--- config.mk ---
export PLATFORM = sky130hd
export DESIGN_NAME = pulse_timer
export DESIGN_NICKNAME = d
export VERILOG_FILES = /design/src/rtl/pulse_timer_pkg.sv /design/src/rtl/pt_tick_gen.sv /design/src/rtl/pt_pin_sync.sv /design/src/rtl/pt_counter.sv /design/src/rtl/pt_flags.sv /design/src/rtl/pulse_timer.sv
export SDC_FILE = /design/constraint.sdc
export NUM_CORES = 1
export LEC_CHECK = 0
export CORE_MARGIN = 2
export CORE_UTILIZATION = 51
export DETAILED_ROUTE_END_ITERATION = 10
export PLACE_DENSITY = 0.76
export SYNTH_ARGS = -nofsm -noshare
export SYNTH_HDL_FRONTEND = slang
export SYNTH_HIERARCHICAL = 1
export SYNTH_SLANG_ARGS = --single-unit
--- constraint.sdc ---
create_clock -name clk -period 1.9 [get_ports clk]
set_input_delay 0.19 -clock clk [delete_from_list [all_inputs] [get_ports clk]]
set_output_delay 0.19 -clock clk [all_outputs]
set_load 0.005 [all_outputs]
--- src/rtl/pulse_timer_pkg.sv ---
package pulse_timer_pkg;

    localparam int REG_W  = 8;
    localparam int ADDR_W = 2;

    // register addresses
    localparam logic [ADDR_W-1:0] ADR_CTRL = 2'd0;
    localparam logic [ADDR_W-1:0] ADR_CFG  = 2'd1;
    localparam logic [ADDR_W-1:0] ADR_BUF  = 2'd2;
    localparam logic [ADDR_W-1:0] ADR_RLD  = 2'd3;

    // control register bit positions
    localparam int CB_RUN = 0;
    localparam int CB_IE  = 1;
    localparam int CB_UF  = 2;
    localparam int CB_IR  = 3;
    localparam int CB_BF  = 4;

    // configuration register bit positions
    localparam int CF_MODE   = 0;
    localparam int CF_EDGE   = 1;
    localparam int CF_SEL_LO = 2;

    typedef enum logic {
        MODE_INTERVAL = 1'b0,
        MODE_PULSE    = 1'b1
    } mode_e;

    typedef enum logic {
        CLOSE_FALL = 1'b0,
        CLOSE_RISE = 1'b1
    } close_edge_e;

    typedef struct packed {
        logic bf;
        logic ir;
        logic uf;
    } flags_t;

    function automatic logic [REG_W-1:0] pack_ctrl(logic run, logic ie, flags_t f);
        logic [REG_W-1:0] v;
        v          = '0;
        v[CB_RUN]  = run;
        v[CB_IE]   = ie;
        v[CB_UF]   = f.uf;
        v[CB_IR]   = f.ir;
        v[CB_BF]   = f.bf;
        return v;
    endfunction

endpackage

--- src/rtl/pt_tick_gen.sv ---
module pt_tick_gen #(
    parameter int SEL_W = 2
) (
    input  logic             clk,
    input  logic             rst,
    input  logic [SEL_W-1:0] sel,
    output logic             tick
);
    localparam int PRE_W = (1 << SEL_W) - 1;

    logic [PRE_W-1:0] pre_q;
    logic [PRE_W-1:0] mask;

    always_ff @(posedge clk) begin
        if (rst) pre_q <= '0;
        else     pre_q <= pre_q + 1'b1;
    end

    // bit i of the prescaler takes part when i < sel
    for (genvar i = 0; i < PRE_W; i++) begin : g_mask
        assign mask[i] = (int'(sel) > i);
    end

    assign tick = &(pre_q | ~mask);

endmodule

--- src/rtl/pt_pin_sync.sv ---
module pt_pin_sync
    import pulse_timer_pkg::*;
#(
    parameter int SYNC_N = 2
) (
    input  logic        clk,
    input  logic        rst,
    input  logic        pin_in,
    input  close_edge_e close_sel,
    output logic        open_evt,
    output logic        close_evt
);
    localparam int SH_W = SYNC_N + 1;

    logic [SH_W-1:0] sh_q;
    logic            rise;
    logic            fall;

    always_ff @(posedge clk) begin
        if (rst) sh_q <= '0;
        else     sh_q <= {sh_q[SH_W-2:0], pin_in};
    end

    always_comb begin
        rise = sh_q[SYNC_N-1] & ~sh_q[SYNC_N];
        fall = ~sh_q[SYNC_N-1] & sh_q[SYNC_N];
        if (close_sel == CLOSE_FALL) begin
            open_evt  = rise;
            close_evt = fall;
        end else begin
            open_evt  = fall;
            close_evt = rise;
        end
    end

endmodule

--- src/rtl/pt_counter.sv ---
module pt_counter
    import pulse_timer_pkg::*;
#(
    parameter int CNT_W = 8
) (
    input  logic             clk,
    input  logic             rst,
    input  logic             run,
    input  logic             start,
    input  mode_e            mode,
    input  logic             tick,
    input  logic [CNT_W-1:0] reload,
    input  logic             open_evt,
    input  logic             close_evt,
    output logic             uf_evt,
    output logic             close_hit,
    output logic [CNT_W-1:0] cap_val
);
    logic [CNT_W-1:0] cnt_q;
    logic             meas_q;
    logic             at_one;
    logic [CNT_W-1:0] stepped;
    logic             run_int;
    logic             run_pw;
    logic             counting;
    logic             pw_open;

    always_comb begin
        at_one    = (cnt_q == CNT_W'(1));
        stepped   = at_one ? reload : cnt_q - 1'b1;
        run_int   = run && (mode == MODE_INTERVAL);
        run_pw    = run && (mode == MODE_PULSE) && meas_q;
        pw_open   = run && (mode == MODE_PULSE) && !meas_q && open_evt;
        counting  = run_int || run_pw;
        uf_evt    = counting && tick && at_one;
        close_hit = run_pw && close_evt;
        cap_val   = tick ? stepped : cnt_q;
    end

    always_ff @(posedge clk) begin
        if (rst) begin
            cnt_q  <= '0;
            meas_q <= 1'b0;
        end else begin
            if (start && mode == MODE_INTERVAL) cnt_q <= reload;
            else if (pw_open)                   cnt_q <= reload;
            else if (counting && tick)          cnt_q <= stepped;

            if (!run || mode != MODE_PULSE) meas_q <= 1'b0;
            else if (pw_open)               meas_q <= 1'b1;
            else if (close_hit)             meas_q <= 1'b0;
        end
    end


    load_val_chk: assert property (@(posedge clk) disable iff (rst)
        (start && mode == MODE_INTERVAL) |=> (cnt_q == $past(reload)));


    wrap_reload_chk: assert property (@(posedge clk) disable iff (rst)
        (run_int && !start && tick && at_one) |=> (cnt_q == $past(reload)));


    meas_done_chk: assert property (@(posedge clk) disable iff (rst)
        close_hit |=> !meas_q);

endmodule

--- src/rtl/pt_flags.sv ---
module pt_flags
    import pulse_timer_pkg::*;
(
    input  logic   clk,
    input  logic   rst,
    input  logic   ie,
    input  logic   ctrl_wr,
    input  logic   uf_wbit,
    input  logic   ir_wbit,
    input  logic   run_next,
    input  logic   uf_evt,
    input  logic   close_hit,
    input  logic   buf_rd,
    output logic   cap_take,
    output flags_t flags_q,
    output logic   irq
);
    logic   uf_set;
    flags_t flags_d;

    always_comb begin
        uf_set     = uf_evt && run_next;
        cap_take   = close_hit && run_next;
        flags_d.uf = uf_set   || (flags_q.uf && !(ctrl_wr && !uf_wbit));
        flags_d.ir = cap_take || (flags_q.ir && !(ctrl_wr && !ir_wbit));
        flags_d.bf = cap_take || (flags_q.bf && !buf_rd);
        irq        = ie && (|flags_q);
    end

    always_ff @(posedge clk) begin
        if (rst) flags_q <= '0;
        else     flags_q <= flags_d;
    end


    uf_stop_chk: assert property (@(posedge clk) disable iff (rst)
        (uf_evt && !run_next && !flags_q.uf) |=> !flags_q.uf);


    ir_stop_chk: assert property (@(posedge clk) disable iff (rst)
        (close_hit && !run_next && !flags_q.ir) |=> !flags_q.ir);


    bf_read_clear_chk: assert property (@(posedge clk) disable iff (rst)
        (buf_rd && !(close_hit && run_next)) |=> !flags_q.bf);


    uf_wr_clear_chk: assert property (@(posedge clk) disable iff (rst)
        (ctrl_wr && !uf_wbit && !uf_evt) |=> !flags_q.uf);

endmodule

--- src/rtl/pulse_timer.sv ---
module pulse_timer
    import pulse_timer_pkg::*;
#(
    parameter int CNT_W = 8,
    parameter int SEL_W = 2
) (
    input  logic        clk,
    input  logic        rst,
    input  logic        wr_en,
    input  logic [1:0]  wr_addr,
    input  logic [7:0]  wr_data,
    input  logic        rd_en,
    input  logic [1:0]  rd_addr,
    output logic [7:0]  rd_data,
    output logic        rd_valid,
    input  logic        pulse_in,
    output logic        irq
);
    logic             run_q;
    logic             ie_q;
    mode_e            mode_q;
    close_edge_e      close_q;
    logic [SEL_W-1:0] sel_q;
    logic [CNT_W-1:0] reload_q;
    logic [CNT_W-1:0] cap_q;

    logic             ctrl_wr;
    logic             run_next;
    logic             start;
    logic             buf_rd;
    logic             tick;
    logic             open_evt;
    logic             close_evt;
    logic             uf_evt;
    logic             close_hit;
    logic             cap_take;
    logic [CNT_W-1:0] cap_val;
    flags_t           flags;
    logic [REG_W-1:0] rd_mux;

    always_comb begin
        ctrl_wr  = wr_en && (wr_addr == ADR_CTRL);
        run_next = ctrl_wr ? wr_data[CB_RUN] : run_q;
        start    = run_next && !run_q;
        buf_rd   = rd_en && (rd_addr == ADR_BUF);
    end

    always_ff @(posedge clk) begin
        if (rst) begin
            run_q    <= 1'b0;
            ie_q     <= 1'b0;
            mode_q   <= MODE_INTERVAL;
            close_q  <= CLOSE_FALL;
            sel_q    <= '0;
            reload_q <= '0;
        end else if (wr_en) begin
            case (wr_addr)
                ADR_CTRL: begin
                    run_q <= wr_data[CB_RUN];
                    ie_q  <= wr_data[CB_IE];
                end
                ADR_CFG: begin
                    mode_q  <= mode_e'(wr_data[CF_MODE]);
                    close_q <= close_edge_e'(wr_data[CF_EDGE]);
                    sel_q   <= wr_data[CF_SEL_LO +: SEL_W];
                end
                ADR_RLD: reload_q <= wr_data[CNT_W-1:0];
                default: ;
            endcase
        end
    end

    always_ff @(posedge clk) begin
        if (rst)           cap_q <= '0;
        else if (cap_take) cap_q <= cap_val;
    end

    pt_tick_gen #(.SEL_W(SEL_W)) u_tick (
        .clk  (clk),
        .rst  (rst),
        .sel  (sel_q),
        .tick (tick)
    );

    pt_pin_sync #(.SYNC_N(2)) u_sync (
        .clk       (clk),
        .rst       (rst),
        .pin_in    (pulse_in),
        .close_sel (close_q),
        .open_evt  (open_evt),
        .close_evt (close_evt)
    );

    pt_counter #(.CNT_W(CNT_W)) u_cnt (
        .clk       (clk),
        .rst       (rst),
        .run       (run_q),
        .start     (start),
        .mode      (mode_q),
        .tick      (tick),
        .reload    (reload_q),
        .open_evt  (open_evt),
        .close_evt (close_evt),
        .uf_evt    (uf_evt),
        .close_hit (close_hit),
        .cap_val   (cap_val)
    );

    pt_flags u_flags (
        .clk       (clk),
        .rst       (rst),
        .ie        (ie_q),
        .ctrl_wr   (ctrl_wr),
        .uf_wbit   (wr_data[CB_UF]),
        .ir_wbit   (wr_data[CB_IR]),
        .run_next  (run_next),
        .uf_evt    (uf_evt),
        .close_hit (close_hit),
        .buf_rd    (buf_rd),
        .cap_take  (cap_take),
        .flags_q   (flags),
        .irq       (irq)
    );

    always_comb begin
        rd_mux = '0;
        case (rd_addr)
            ADR_CTRL: rd_mux = pack_ctrl(run_q, ie_q, flags);
            ADR_CFG: begin
                rd_mux[CF_MODE]             = mode_q;
                rd_mux[CF_EDGE]             = close_q;
                rd_mux[CF_SEL_LO +: SEL_W]  = sel_q;
            end
            ADR_BUF: rd_mux = REG_W'(cap_q);
            default: rd_mux = REG_W'(reload_q);
        endcase
    end

    always_ff @(posedge clk) begin
        if (rst) begin
            rd_data  <= '0;
            rd_valid <= 1'b0;
        end else begin
            rd_valid <= rd_en;
            if (rd_en) rd_data <= rd_mux;
        end
    end


    ie_pending_irq_chk: assert property (@(posedge clk) disable iff (rst)
        (ctrl_wr && wr_data[CB_IE] && !ie_q && flags.bf && !buf_rd) |=> irq);

endmodule

=== Word level (Yosys, flattened, before mapping) ===
Cells that the tools add are included.

* Output and inout port bits: 10
* Word-level logic and storage cells: 87
* Register bits: 49
* Bits of input ports: 17

* Multiplexer cells: 12
* Magnitude comparators: 3
* Reductions and logical operators: 42
* $add $sub $neg: 2
* Equality and inequality tests: 5
* Bitwise logic cells: 7

{| class="wikitable"
|+ Operators with widths
! kind !! number
|-
| $mux 8 || 5
|-
| $pmux 4 s3 || 2
|-
| $logic_and 1x1->1 || 20
|-
| $eq 8x1->1 const B || 1
|-
| $sub 8x1->8 const B || 1
|-
| $logic_not 1->1 || 7
|-
| $reduce_and 2->1 || 3
|-
| $logic_or 1x1->1 || 5
|-
| $mux 1 || 5
|-
| $eq 2x1->1 const B || 2
|-
| $eq 2x2->1 const B || 2
|-
| $gt 2x1->1 const B || 2
|-
| $logic_not 2->1 || 2
|-
| $add 3x1->3 const B || 1
|-
| $not 1->1 || 3
|-
| $not 3->3 || 1
|-
| $or 3x3->3 || 1
|-
| $reduce_and 3->1 || 1
|-
| $reduce_bool 3->1 || 1
|-
| $reduce_or 3->1 || 1
|-
| $and 1x1->1 || 2
|-
| $gt 2x2->1 const B || 1
|-
| $reduce_bool 2->1 || 1
|-
| $reduce_or 2->1 || 1
|}

=== Longest topological paths before layout ===
* Depth in word-level cells: 8
* Mapped depth: 9
* Gate-level depth less buffers: 9

=== Cells and area by module ===
Netlist, hierarchy kept.

{| class="wikitable"
|+ Modules (own cells, without submodules)
! module !! cells each !! area each (µm²) !! instances !! seq. area each (µm²)
|-
| pulse_timer || 119 || 1282.5 || 1 || 620.6
|-
| pt_counter || 121 || 868.3 || 1 || 180.2
|-
| pt_pin_sync || 10 || 130.1 || 1 || 60.1
|-
| pt_flags || 15 || 128.9 || 1 || 60.1
|-
| pt_tick_gen || 12 || 115.1 || 1 || 60.1
|}

=== Worst setup path before layout ===
OpenSTA, ideal clock, no wires.

* Kind: reg2reg
* Start point: register u_cnt.cnt_q[0]
* End point: register cap_q[5]
* Path buffers: 0
* Data required time: 1.772 ns
* Clock period less this slack: 1.818 ns
* Data arrival time: 1.690 ns
* Path slack: 0.082 ns
* Library setup time: 0.128 ns
* Cell stages (with the launch flop): 9
* Cell sequence: dfxtp_1 -> ha_1 -> or4b_1 -> o21ai_0 -> a21oi_1 -> o211ai_1 -> o21ai_0 -> mux2i_1 -> nor2_1

* Longest elaborated chain between the ends: 3
* Elaborated cells on any way between the ends: 4
* Classes of those cells: add/sub (1); eq/ne (1); mux (2)

{| class="wikitable"
|+ Ends and longest elaborated chain
! element !! RTL line !! RTL
|-
| from (decl) || pt_counter.sv:19 || <nowiki>logic [CNT_W-1:0] cnt_q;</nowiki>
|-
| from (signal assigned) || pt_counter.sv:45 || <nowiki>if (start && mode == MODE_INTERVAL) cnt_q <= reload;</nowiki>
|-
| from (signal assigned) || pt_counter.sv:46 || <nowiki>else if (pw_open) cnt_q <= reload;</nowiki>
|-
| from (signal assigned) || pt_counter.sv:47 || <nowiki>else if (counting && tick) cnt_q <= stepped;</nowiki>
|-
| $sub 8x1->8 or $eq 8x1->1 (tied branches) || pt_counter.sv:30, pt_counter.sv:29 ||
|-
| $mux 8 (*) || pt_counter.sv:30 || <nowiki>stepped = at_one ? reload : cnt_q - 1'b1;</nowiki>
|-
| $mux 8 (*) || pt_counter.sv:37 || <nowiki>cap_val = tick ? stepped : cnt_q;</nowiki>
|-
| via cap_val[5] || pulse_timer.sv:37 || <nowiki>logic [CNT_W-1:0] cap_val;</nowiki>
|-
| to (signal assigned) || pulse_timer.sv:75 || <nowiki>else if (cap_take) cap_q <= cap_val;</nowiki>
|-
| to (decl) || pulse_timer.sv:25 || <nowiki>logic [CNT_W-1:0] cap_q;</nowiki>
|}

The timed path passes the listed nets; every way through them passes the cells marked *.
A chain may end at the register's enable or synchronous reset.

=== Final worst setup path ===
* Start point: register u_cnt.cnt_q[1]
* End point: register cap_q[5]

Same word-level chain as after synthesis.

==> results.json <==
{
  "htree_levels": 2,
  "final.min_clock_period_ns": 1.799,
  "antenna_found_initial": 0,
  "min_path_type": "in -> reg",
  "reg2regPathDepth": 9,
  "clk_pin_slew_worst_paths_ns": 0.09,
  "p_per_area_mw_per_mm2": 751.6,
  "grt_pass1_wl_mm": 9.591,
  "nFillCells": 414,
  "final_antenna_net_count": 0,
  "insertion_delay_ns": 0.30,
  "numPortBuffers": 26,
  "async_reset_ff_share_pct": 0,
  "ys_seq_area_share_pct": 38.85,
  "wl_per_cell_um": 15.05,
  "design_area_mm2": 0.003094,
  "nNetsFinal": 335,
  "synth-edff-count": 0,
  "drv_slew": 0,
  "ys_ff_latch": 49,
  "yosys-top-cells-area": "dfxtp_1 (39%), mux2i_1 (12%), nor2_1 (6.4%)",
  "p_seq_share_pct": 46.7,
  "clockBufferDepth": 2,
  "antennaDiodeCount": 0,
  "grt_overflow_total": 0,
  "final-setup-viol-count": 0,
  "crit_path_end_kind": "register",
  "routed_wl_mm": 5.764,
  "cts_tree": "built",
  "cts_hold_buf": 0,
  "switching_share_pct": 24.49,
  "fmax_ghz": 0.5557,
  "start_util_pct": 53.11,
  "drt-met1-wl_mm": 2.632,
  "cts_inserted_buffers": 5,
  "yosys_warnings": 6,
  "drc": 0,
  "cp_num_buf_inv": 1,
  "cp_data_arrival_time_ns": 2.00,
  "fin_skew_ns": 0.01057,
  "io_pins": 27,
  "synthFlopType": "dfxtp_1",
  "instances_no_fill": 383,
  "synth_area_mm2": 0.002525,
  "cp_max_fo": 3,
  "slowest_delay_ns": 0.46,
  "synth_top_area_cell": "dfxtp_1",
  "rsz0062_at_grt": "false",
  "layout-drive-gt1-share_pct": 17.09,
  "vias": 2168,
  "wl_met2_mm": 2.724,
  "wl_met3_um": 282,
  "via_per_inst": 5.661,
  "post_cts_buffers": 0,
  "crit_slowest_cell": "or4b_4",
  "grt_pass1_vias": 1993,
  "synth.top_cell.area_share_pct": 38.85,
  "die_h_um": 74.36,
  "drt_pre_antenna_iters": 4,
  "fin_crit_sh_pct": 94.71,
  "p_int_mw": 1.756,
  "reg2reg_slack_ns": 0.10,
  "dp_hpwl_mm": 4.161,
  "rows": 25,
  "die-area_mm2": 0.005529,
  "grt_max_degree": 38,
  "dpl.cell_count": 375,
  "clock-sinks": 49,
  "fin_ws_ns": 0.1006,
  "path_cells": "inv_2, ha_2, or4b_4, o21ai_1, a21oi_1, o211ai_1, o21ai_0, mux2i_1, nor2_1",
  "ir_worst_vdd_uv": 401.7,
  "p_sw_mw": 0.5696,
  "synth_cell_types": 47,
  "netlist_instances": 277,
  "grtUsageTotal_pct": 22.46,
  "design.core.area_mm2": 0.004755,
  "dpl_worst_slack_ns": -0.04884,
  "worstHoldPathCells": 2,
  "p_comb_share_pct": 14.9,
  "placed_cell_area_mm2": 0.002933,
  "gp_congestion": 0.8847,
  "drt_iter0_drc": 168,
  "cp_top_family": "simple AND/OR/NAND/NOR gates",
  "outcome": "finished, final reports clean",
  "die_w_um": 74.36,
  "cp.depth": 9,
  "post_synth.cell_area_avg_um2": 9.115,
  "highest_layer": "met4",
  "leakage_nw": 1.208,
  "cap_violations": 0,
  "clock_power_share_pct": 38.4,
  "root_buffer": "clkbuf_8",
  "hold_violations": 0,
  "tightest_slew_ns": 0.4999,
  "required_ns": 2.10,
  "syn_to_final_growth_pct": 22.55,
  "start_kind": "register",
  "syn_nets": 297,
  "max-slew-margin-rel_pct": 66.41,
  "path_class": "reg -> reg"
}
[per-layer routing]
| metal | global-route usage, % | vias up |
|---|---|---|
| li1 | - | 1053 |
| met1 | 30.82 | 1030 |
| met2 | 37.07 | 74 |
| met3 | 2.710 | 11 |
| met4 | 7.143 | 0 |
| met5 | 0 | - |
[repair_timing]
action / 4_1_cts / 5_1_grt
setup endpoints to repair: 6 / 8
endpoints found under the hold margin: 0 / 0
gates resized for setup: 1 / 8
[power by group through the flow]
stage	clock (mW)	sequential [mW]	combinational (mW)
6_report	0.892	1.09	0.346
2_1_floorplan	0	1.10	0.221
5_1_grt	0.942	1.09	0.378
3_3_place_gp	0	1.11	0.330
4_1_cts	0.910	1.09	0.341
3_5_place_dp	0	1.11	0.336
[cell usage after synthesis, types with 2 or more instances]
cell type and number:
a21oi_1 11, a22oi_1 7, a31oi_1 4, and3_1 2, and3_2 2, buf_2 2
buf_6 4, clkbuf_1 7, dfxtp_1 49, ha_1 3, inv_1 13, mux2_2 2
mux2i_1 30, mux4_2 4, nand2_1 18, nand2b_1 4, nand2b_4 2, nand3_1 4
nor2_1 43, nor2b_1 10, nor3_1 2, nor3b_1 3, o211ai_1 8, o21ai_0 11
o22ai_1 7, xnor2_1 3, xor2_1 2
[placed cells by master, fill, tap and decap left out, types with 5 or more instances in the layout]
master           count
dfxtp_1             48
a22oi_1              7
clkdlybuf4s50_1     25
o22ai_1              7
nor2_1              42
a21oi_1             10
nand2_1             18
buf_4               18
clkbuf_8             5
mux2i_1             30
o211ai_1             8
inv_1               12
nor2b_1             10
o21ai_0             10
[kinds of logic after synthesis]
kind of cell	share of synthesized area, %
fa+ha+maj	1.487
simple gates	21.06
buf+inv	5.352
mux	16.90
compound gates	14.62
xor+xnor	1.735
flops	38.85
[stage by stage]
step                 TNS (ns)  total power, mW  hold WS [ns]  utilization, %
floorplan                   0            1.322        0.2567               -
global placement    -0.005594            1.439        0.4283           61.68
detailed placement    -0.3312            1.446        0.4226           61.68
CTS                         0            2.337        0.2494           64.66
global route                0            2.412        0.2873           65.08
finish                      0            2.326        0.2531           65.08
[registers in the layout, indices dropped and copies added, names as in the netlist]
| register | count |
|---|---|
| u_sync/sh_q | 3 |
| rd_data | 8 |
| ie_q | 1 |
| mode_q | 1 |
| u_cnt/cnt_q | 8 |
| u_flags/flags_q | 3 |
| u_tick/pre_q | 3 |
| u_cnt/meas_q | 1 |
| reload_q | 8 |
| cap_q | 8 |
| run_q | 1 |
| sel_q | 2 |
| rd_valid | 1 |
| close_q | 1 |
[worst paths after layout]
check	start	endpoint
min	rst	close_q
max reg2reg	u_cnt/cnt_q[1]	cap_q[5]
min reg2reg	u_sync/sh_q[0]	u_sync/sh_q[1]
max	u_cnt/cnt_q[1]	cap_q[5]
[worst reg2reg max path, cell delays in order (launching register included)]
cell and delay (ns):
dfxtp_1 0.33, inv_2 0.07, ha_2 0.17, or4b_4 0.46
o21ai_1 0.13, a21oi_1 0.07, o211ai_1 0.16, o21ai_0 0.12
mux2i_1 0.15, nor2_1 0.05
[area by class of cell]
type	instances	area [um2]	area share (%)
well taps	67	83.83	2.709
clock inverters	3	68.82	2.224
inverters	13	48.80	1.577
clock buffers	5	68.82	2.224
multi-input cells	201	1431	46.26
repair buffers	45	410.4	13.26
flip-flops and latches	49	982.2	31.74
Power figures use the tool's default switching activity.
